### src/rtl/canrec_pkg.sv
package canrec_pkg;

  typedef enum logic [2:0] {
    ST_OFFLINE = 3'd0,
    ST_SYNC    = 3'd1,
    ST_ACTIVE  = 3'd2,
    ST_MONITOR = 3'd3,
    ST_WAIT    = 3'd4,
    ST_RESYNC  = 3'd5
  } nodeState_t;

  typedef struct packed {
    logic runClear;
    logic countClear;
    logic countInc;
  } dpCtl_t;

endpackage

### src/rtl/canRecDatapath.sv
module canRecDatapath
  import canrec_pkg::*;
#(
  parameter int IDLE_BITS = 11,
  parameter int EVENTS    = 128,
  parameter int CNT_W     = $clog2(EVENTS + 1)
) (
  input  logic             clk,
  input  logic             rstN,
  input  logic             bitStrobe,
  input  logic             rxBit,
  input  dpCtl_t           ctl,
  output logic             idleEvt,
  output logic             atLast,
  output logic [CNT_W-1:0] idleCount,
  output logic             errClear,
  output logic             recLoad
);

  localparam int RUN_W = $clog2(IDLE_BITS);
  localparam logic [RUN_W-1:0] RUN_LAST = RUN_W'(IDLE_BITS - 1);
  localparam logic [CNT_W-1:0] CNT_LAST = CNT_W'(EVENTS - 1);

  logic [RUN_W-1:0] runCnt;

  assign idleEvt = bitStrobe & rxBit & (runCnt == RUN_LAST) & ~ctl.runClear;
  assign atLast  = (idleCount == CNT_LAST);

  always_ff @(posedge clk or negedge rstN) begin
    if (!rstN) begin
      runCnt <= '0;
    end else if (ctl.runClear) begin
      runCnt <= '0;
    end else if (bitStrobe) begin
      if (!rxBit || runCnt == RUN_LAST) runCnt <= '0;
      else                              runCnt <= runCnt + 1'b1;
    end
  end

  always_ff @(posedge clk or negedge rstN) begin
    if (!rstN) begin
      idleCount <= '0;
      errClear  <= 1'b0;
      recLoad   <= 1'b0;
    end else begin
      errClear <= ctl.countClear;
      recLoad  <= ctl.countInc & ~ctl.countClear;
      if (ctl.countClear)    idleCount <= '0;
      else if (ctl.countInc) idleCount <= idleCount + 1'b1;
    end
  end

  AST_RUN_BOUND: assert property (@(posedge clk) disable iff (!rstN)
    runCnt <= RUN_LAST);
  AST_COUNT_LIMIT: assert property (@(posedge clk) disable iff (!rstN)
    idleCount <= CNT_W'(EVENTS));
  AST_CLEAR_ZERO: assert property (@(posedge clk) disable iff (!rstN)
    errClear |-> idleCount == '0);
  AST_LOAD_STEP: assert property (@(posedge clk) disable iff (!rstN)
    recLoad |-> idleCount != '0);

endmodule

### src/rtl/canRecControl.sv
module canRecControl
  import canrec_pkg::*;
(
  input  logic   clk,
  input  logic   rstN,
  input  logic   busOffEntry,
  input  logic   cfgWrEn,
  input  logic   cfgHold,
  input  logic   idleEvt,
  input  logic   atLast,
  output dpCtl_t ctl,
  output logic   busOn,
  output logic   busOff,
  output logic   holdStatus
);

  nodeState_t state, stateNext;
  logic holdFlag, holdEff, accept, releaseWr;

  assign busOn      = (state == ST_ACTIVE);
  assign busOff     = (state == ST_MONITOR) || (state == ST_WAIT) || (state == ST_RESYNC);
  assign holdStatus = holdFlag | busOff;

  assign holdEff   = cfgWrEn ? cfgHold : holdFlag;
  assign accept    = busOffEntry & ~busOff;
  assign releaseWr = cfgWrEn & ~cfgHold & holdFlag;

  always_comb begin
    ctl.runClear   = accept | (releaseWr & ((state == ST_OFFLINE) || (state == ST_WAIT)));
    ctl.countClear = accept;
    ctl.countInc   = (state == ST_MONITOR) & idleEvt;
  end

  always_comb begin
    stateNext = state;
    unique case (state)
      ST_OFFLINE: if (accept) stateNext = ST_MONITOR;
                  else if (releaseWr) stateNext = ST_SYNC;
      ST_SYNC:    if (accept) stateNext = ST_MONITOR;
                  else if (holdEff) stateNext = ST_OFFLINE;
                  else if (idleEvt) stateNext = ST_ACTIVE;
      ST_ACTIVE:  if (accept) stateNext = ST_MONITOR;
                  else if (holdEff) stateNext = ST_OFFLINE;
      ST_MONITOR: if (idleEvt && atLast) stateNext = holdEff ? ST_WAIT : ST_ACTIVE;
      ST_WAIT:    if (!holdEff) stateNext = ST_RESYNC;
      ST_RESYNC:  if (holdEff) stateNext = ST_WAIT;
                  else if (idleEvt) stateNext = ST_ACTIVE;
      default:    stateNext = ST_OFFLINE;
    endcase
  end

  always_ff @(posedge clk or negedge rstN) begin
    if (!rstN) begin
      state    <= ST_OFFLINE;
      holdFlag <= 1'b1;
    end else begin
      state <= stateNext;
      if (accept)       holdFlag <= 1'b1;
      else if (cfgWrEn) holdFlag <= cfgHold;
    end
  end

  AST_JOIN_AFTER_IDLE: assert property (@(posedge clk) disable iff (!rstN)
    $rose(busOn) |-> $past(idleEvt));
  AST_HOLD_IN_BUSOFF: assert property (@(posedge clk) disable iff (!rstN)
    busOff |-> holdStatus);
  AST_OFF_EXCLUSIVE: assert property (@(posedge clk) disable iff (!rstN)
    busOff |-> !busOn);
  AST_LEAVE_TO_ACTIVE: assert property (@(posedge clk) disable iff (!rstN)
    $fell(busOff) |-> busOn);
  AST_HOLD_DROPS: assert property (@(posedge clk) disable iff (!rstN)
    (cfgWrEn && cfgHold && !busOff) |=> !busOn);

endmodule

### src/rtl/canRecoveryCtl.sv
module canRecoveryCtl
  import canrec_pkg::*;
#(
  parameter int IDLE_BITS = 11,
  parameter int EVENTS    = 128,
  parameter int CNT_W     = $clog2(EVENTS + 1)
) (
  input  logic             clk,
  input  logic             rstN,
  input  logic             bitStrobe,
  input  logic             rxBit,
  input  logic             txIn,
  input  logic             busOffEntry,
  input  logic             cfgWrEn,
  input  logic             cfgHold,
  output logic             txOut,
  output logic             busOn,
  output logic             busOff,
  output logic             holdStatus,
  output logic             errClear,
  output logic             recLoad,
  output logic [CNT_W-1:0] idleCount
);

  dpCtl_t ctl;
  logic   idleEvt, atLast;

  canRecControl u_ctrl (
    .clk(clk), .rstN(rstN), .busOffEntry(busOffEntry),
    .cfgWrEn(cfgWrEn), .cfgHold(cfgHold),
    .idleEvt(idleEvt), .atLast(atLast), .ctl(ctl),
    .busOn(busOn), .busOff(busOff), .holdStatus(holdStatus)
  );

  canRecDatapath #(.IDLE_BITS(IDLE_BITS), .EVENTS(EVENTS), .CNT_W(CNT_W)) u_dp (
    .clk(clk), .rstN(rstN), .bitStrobe(bitStrobe), .rxBit(rxBit),
    .ctl(ctl), .idleEvt(idleEvt), .atLast(atLast),
    .idleCount(idleCount), .errClear(errClear), .recLoad(recLoad)
  );

  assign txOut = busOn ? txIn : 1'b1;

  AST_TX_FORCED: assert property (@(posedge clk) disable iff (!rstN)
    (!busOn || busOff) |-> txOut);

endmodule

### config.mk
export PLATFORM = sky130hd
export DESIGN_NAME = canRecoveryCtl
export DESIGN_NICKNAME = d
export VERILOG_FILES = /design/src/rtl/canrec_pkg.sv /design/src/rtl/canRecDatapath.sv /design/src/rtl/canRecControl.sv /design/src/rtl/canRecoveryCtl.sv
export SDC_FILE = /design/constraint.sdc
export NUM_CORES = 1
export LEC_CHECK = 0
export ABC_AREA = 1
export BUFFER_PORTS_ARGS = -buffer_cell sky130_fd_sc_hd__buf_2
export CAP_MARGIN = 20
export CORE_MARGIN = 2
export CORE_UTILIZATION = 54
export CTS_CLUSTER_SIZE = 8
export DETAILED_ROUTE_END_ITERATION = 8
export PLACE_DENSITY_LB_ADDON = 0.08
export SYNTH_ARGS = -nofsm -noshare
export SYNTH_HDL_FRONTEND = slang
export SYNTH_SLANG_ARGS = --single-unit
### constraint.sdc
create_clock -name clk -period 2 [get_ports clk]
set_clock_uncertainty 0.1 [all_clocks]
set_input_delay 0.5 -clock clk [delete_from_list [all_inputs] [get_ports clk]]
set_output_delay 0.5 -clock clk [all_outputs]
set_load 0.01 [all_outputs]
==> metrics.cfg, run 1 <==
[synthesis]
yosys-top-cells-area=dfrtp_1, nand2_1, inv_1, nor2_1, nand3_1
async_flop_share_pct=100.0
synth_edf_count=0
synthTopCellsByCount=nand2_1, inv_1, dfrtp_1
synth_cell_types=25
syn_area_um2=1197
synthFlopType=dfrtp_1
yosysTopAreaCellShare_pct=35.53
synth_most_common_cell=nand2_1
ys_seq_elements=18
syn-num-nets=163
ys_warn_count=0
yosysSeqAreaShare_pct=37.72
postSynthAreaPerCell_um2=7.878
synthCells=152
netlist.top_cell.by_area=dfrtp_1

[sta]
setup_viol=0
final_max_slew_viol_count=0
period_needed_ps=1971
tightest_slew_ps=417.8
clock.fmax_mhz=507.3
tns_ps=0
fin_ws_ps=28.79
slew_headroom_pct=72.15
fin_hold_ws_ps=16.63
period_share_pct=98.56
finalHoldViolCount=0

[power_and_ir_drop]
power_leakage_uw=0.0007839
power_uw=1358
power.density_nw_per_um2=951.3
ir_drop_mv=0.7360

[route]
drc=0
routedWlPerCell_um=11.98
wl_um=2515
ant_nets=0
vias_per_cell=5.219
num_vias=1096
drtIter0Drc=27
drt_first_pass_iters=4

[floorplan]
die-area_um2=2610
chipHeight_um=51.09
ios=22
core_area_um2=2148
start_util_pct=55.74
die_w_um=51.09
rows=17

[clock_network]
cts_tree=yes
numCtsBuffers=3
clock_sinks=18
clock_path_buffers=2
clk_transition_reported_paths_ps=110
htreeDepth=1
cts-root-buf=clkbuf_4
clk_latency_ps=300
postCtsHoldBufs=0

[place]
portBuffers=21
place_congestion=0.8051
hpwlAfterDp_um=1820
post-place-cells=201
place_ws_ps=251.6

[grt]
antenna_found_initial=0
track_usage_pct=21.25
grt_max_degree=19
grt_pass1_vias=965
grt_pass1_wl_um=4105
grt-ovfl-total=0

[worst_setup_path]
cpPeakStageDelay_ps=410
worst_setup_path_start_kind=flop
cp_data_arrival_time_ps=1370
worstPathRequired_ps=1400
startpoint=u_ctrl.state[2]
slowest_stage=dfrtp_1
crit_top_cell=buf_4
critPathCaptureType=output port
critPathMaxFanout=6
r2r-start=u_ctrl.state[2]
path_class=reg -> out
path_cells=inv_2, buf_4, buf_4, nand3_4, nand3_1, buf_2

[outcome]
status=finished, final reports clean

[final_layout]
finalNonFillerCells=210
drive_gt1_share_pct=29.67
final_nets=194
area_delta_synth_final_pct=19.23
fillCellCount=178
antenna_cells=0

[worst_hold_path]
hp-class=in -> async

[job]
drv_cap=0

[sequential cells by signal, indices dropped and copies added (netlist names)]
| name | count |
|---|---|
| u_dp.idleCount | 8 |
| u_dp.runCnt | 4 |
| u_ctrl.state | 3 |
| u_ctrl.holdFlag | 1 |
| u_dp.errClear | 1 |
| u_dp.recLoad | 1 |
[area by class of cell]
class / count / area (um2) / area share [%]
Sequential cell: 18 / 452.9 / 31.73
Multi-Input combinational cell: 111 / 664.4 / 46.54
Inverter: 22 / 82.58 / 5.784
Timing Repair Buffer: 27 / 156.4 / 10.96
Tap cell: 28 / 35.03 / 2.454
Clock buffer: 4 / 36.28 / 2.542
[final timing paths]
path / to / slack (ps) / depth (start not counted)
setup / recovery: holdStatus / 30 / 6
hold / removal: u_dp.idleCount[2] / 20 / 1
setup reg to reg: u_dp.idleCount[7] / 210 / 10
hold reg to reg: u_dp.idleCount[0] / 430 / 1
max in group asynchronous: u_ctrl.holdFlag / 1450 / 1
min in group clk: u_dp.runCnt[2] / 380 / 2
[power by group]
group | switching, uW | internal [uW] | leakage [uW]
sequential | 60.4 | 423 | 0.000239
combinational | 395 | 248 | 0.000524
clock | 120 | 111 | 0.0000210
total | 575 | 783 | 0.000784
[layout by cell type (no fill, tap or decap), types with 4 or more instances in the layout]
master	n
a21oi_1	6
buf_2	20
buf_4	6
dfrtp_1	16
inv_1	20
nand2_1	40
nand3_1	11
nand4_1	5
nor2_1	14
o21ai_0	4
[through the flow]
step / area [um2] / utilization (%)
2_1_floorplan: 1197 / -
3_3_place_gp: 1334 / 62.09
3_5_place_dp: 1334 / 62.09
4_1_cts: 1381 / 64.30
5_1_grt: 1428 / 66.45
6_report: 1428 / 66.45
[logic make-up (layout without fill, tap and decap cells)]
family,Yosys count,count (layout),share of synthesized area [%]
AOI/OAI and AO/OA,17,17,9.301
xor gates and xnor gates,4,4,2.926
adders and majority gates,3,3,3.135
buffers and inverters,23,53,7.837
DFF,18,18,37.72
and+or+nand+nor,87,87,39.08
[what timing repair did]
item,CTS,global route
endpoints found under the setup margin,1,1
resized for setup,2,6
buffers inserted,1,4
pin swaps,0,1
[critical path, delay by kind of cell (launching register included)]
family | cells | cell delay (ps)
buf+inv | 4 | 440
flops | 1 | 410
simple gates | 2 | 210
[layer usage]
layer	vias up	GRT usage (%)	wire [um]
met5	-	0	0
met4	0	8.108	52
met3	6	3.509	90
met2	24	38.53	1329
met1	517	24.77	1042
li1	549	-	-
Note: power is estimated with default switching activity, not from simulation.
==> run 2, diff against run 1 <==
==> constraint.sdc (replaced) <==
create_clock -name clk -period 2 [get_ports clk]
set_clock_uncertainty 0.1 [all_clocks]
set_input_delay 0.3 -clock clk [delete_from_list [all_inputs] [get_ports clk]]
set_output_delay 0.3 -clock clk [all_outputs]
set_load 0.01 [all_outputs]
==> metrics.cfg, run 2 (same netlist as run 1, synthesis figures left out) <==
[final_layout]
drive_gt1_share_pct=25.42
area_delta_synth_final_pct=14.84
biggestRegsByFlops=u_dp.idleCount: 8 flops, u_dp.runCnt: 4 flops, u_ctrl.state: 3 flops
final_nets=189
final_common_cell=nand2_1
final_cell_mix=nand2_1, inv_1, buf_2
antenna_cells=0
largest_register_ff_count=8
top_register=u_dp.idleCount
utilization_pct=64.01

[place]
place_congestion=0.8924
hpwlAfterDp_um=1767
portBuffers=21

[clock_network]
clk_transition_reported_paths_ps=110
clock_sinks=18
htreeDepth=1
numCtsBuffers=3
cts_tree=yes
clock_path_buffers=2
cts_setup_buffers=0
clk_latency_ps=290
cts-root-buf=clkbuf_4

[route]
num_vias=1050
ant_nets=0
vias_per_cell=5.122
drc=0
wl_um=2243
drtIter0Drc=24
routedWlPerCell_um=10.94
drt_first_pass_iters=4

[sta]
clock.fmax_mhz=535.7
tightest_slew_ps=401.6
setup_viol=0
period_share_pct=93.33
tns_ps=0
slew_headroom_pct=73.23
final_max_slew_viol_count=0
rsz0062_at_grt=no
finalHoldViolCount=0
period_needed_ps=1867

[grt]
grt-ovfl-total=0
grt_max_degree=19
track_usage_pct=19.61
antenna_found_initial=0
grt_pass1_vias=906
grt_pass1_wl_um=3864

[worst_setup_path]
cpPeakStageDelay_ps=400
path_buf_inv=3
worstPathRequired_ps=1600
path_cells=inv_2, nand2_1, nor2_2, inv_1, or2_2, buf_2
slowest_stage=dfrtp_1
worst_setup_path_start_kind=flop
critPathCaptureType=output port
crit_cells=6
cp_top_family=simple AND/OR/NAND/NOR gates
path_class=reg -> out
critPathMaxFanout=6
r2r_setup_slack_ps=330
cp_data_arrival_time_ps=1470
r2r_cells=8

[floorplan]
core_area_um2=2148
rows=17
start_util_pct=55.74
die-area_um2=2610
chipHeight_um=51.09
ios=22
die_w_um=51.09

[power_and_ir_drop]
power.density_nw_per_um2=889.6
power_leakage_uw=0.0007560
ir_drop_mv=0.7109

[worst_hold_path]
hp-class=in -> reg
min_path_cells=2

[job]
drv_cap=0

[outcome]
status=finished, final reports clean

==> run 2: final timing paths <==
kind / startpoint / endpoint
min reg2reg: u_dp.idleCount[0] / u_dp.idleCount[0]
max in group asynchronous: rstN / u_ctrl.holdFlag
min: bitStrobe / u_dp.runCnt[3]
max: u_ctrl.state[2] / txOut
min in group asynchronous: rstN / u_dp.idleCount[0]
max reg2reg: u_dp.runCnt[0] / u_dp.runCnt[1]
==> run 2: layout make-up <==
type | count | area [um2]
inverters | 22 | 82.58
fillers | 202 | 773.2
multi-input cells | 111 | 654.4
well taps | 28 | 35.03
clock buffers | 4 | 36.28
repair buffers | 22 | 115.1
flip-flops and latches | 18 | 451.7
==> run 2: layer usage <==
layer / vias up / GRT usage, % / share of wire (%)
met4: 0 / 5.405 / 0.53
li1: 543 / - / -
met1: 488 / 26.70 / 47
met3: 2 / 2.632 / 2.9
met2: 17 / 32.68 / 50
met5: - / 0 / 0
==> run 2: what timing repair did <==
action / CTS / global route
endpoints found under the hold margin: 17 / 0
hold buffers: 1 / 0
resized for setup: 0 / 2
setup endpoints to repair: 0 / 1
==> run 2: power by group <==
part	internal (uW)	switching (uW)	total [uW]	leakage [uW]
logic	177	333	510	0.000495
registers	421	70.1	492	0.000240
clock network	111	111	222	0.0000210
==> run 2: stage by stage <==
step	hold slack [ps]	std cells	power (uW)	setup WS [ps]	area, um2
5_1_grt	190.2	205	1333	1.517	1375
6_report	191.8	205	1223	133.4	1375
4_1_cts	180.3	205	1226	18.26	1373
2_1_floorplan	-95.59	152	882.6	414.4	1197
3_5_place_dp	158.5	200	998.2	326.3	1326
3_3_place_gp	150.2	200	994.1	369.8	1326
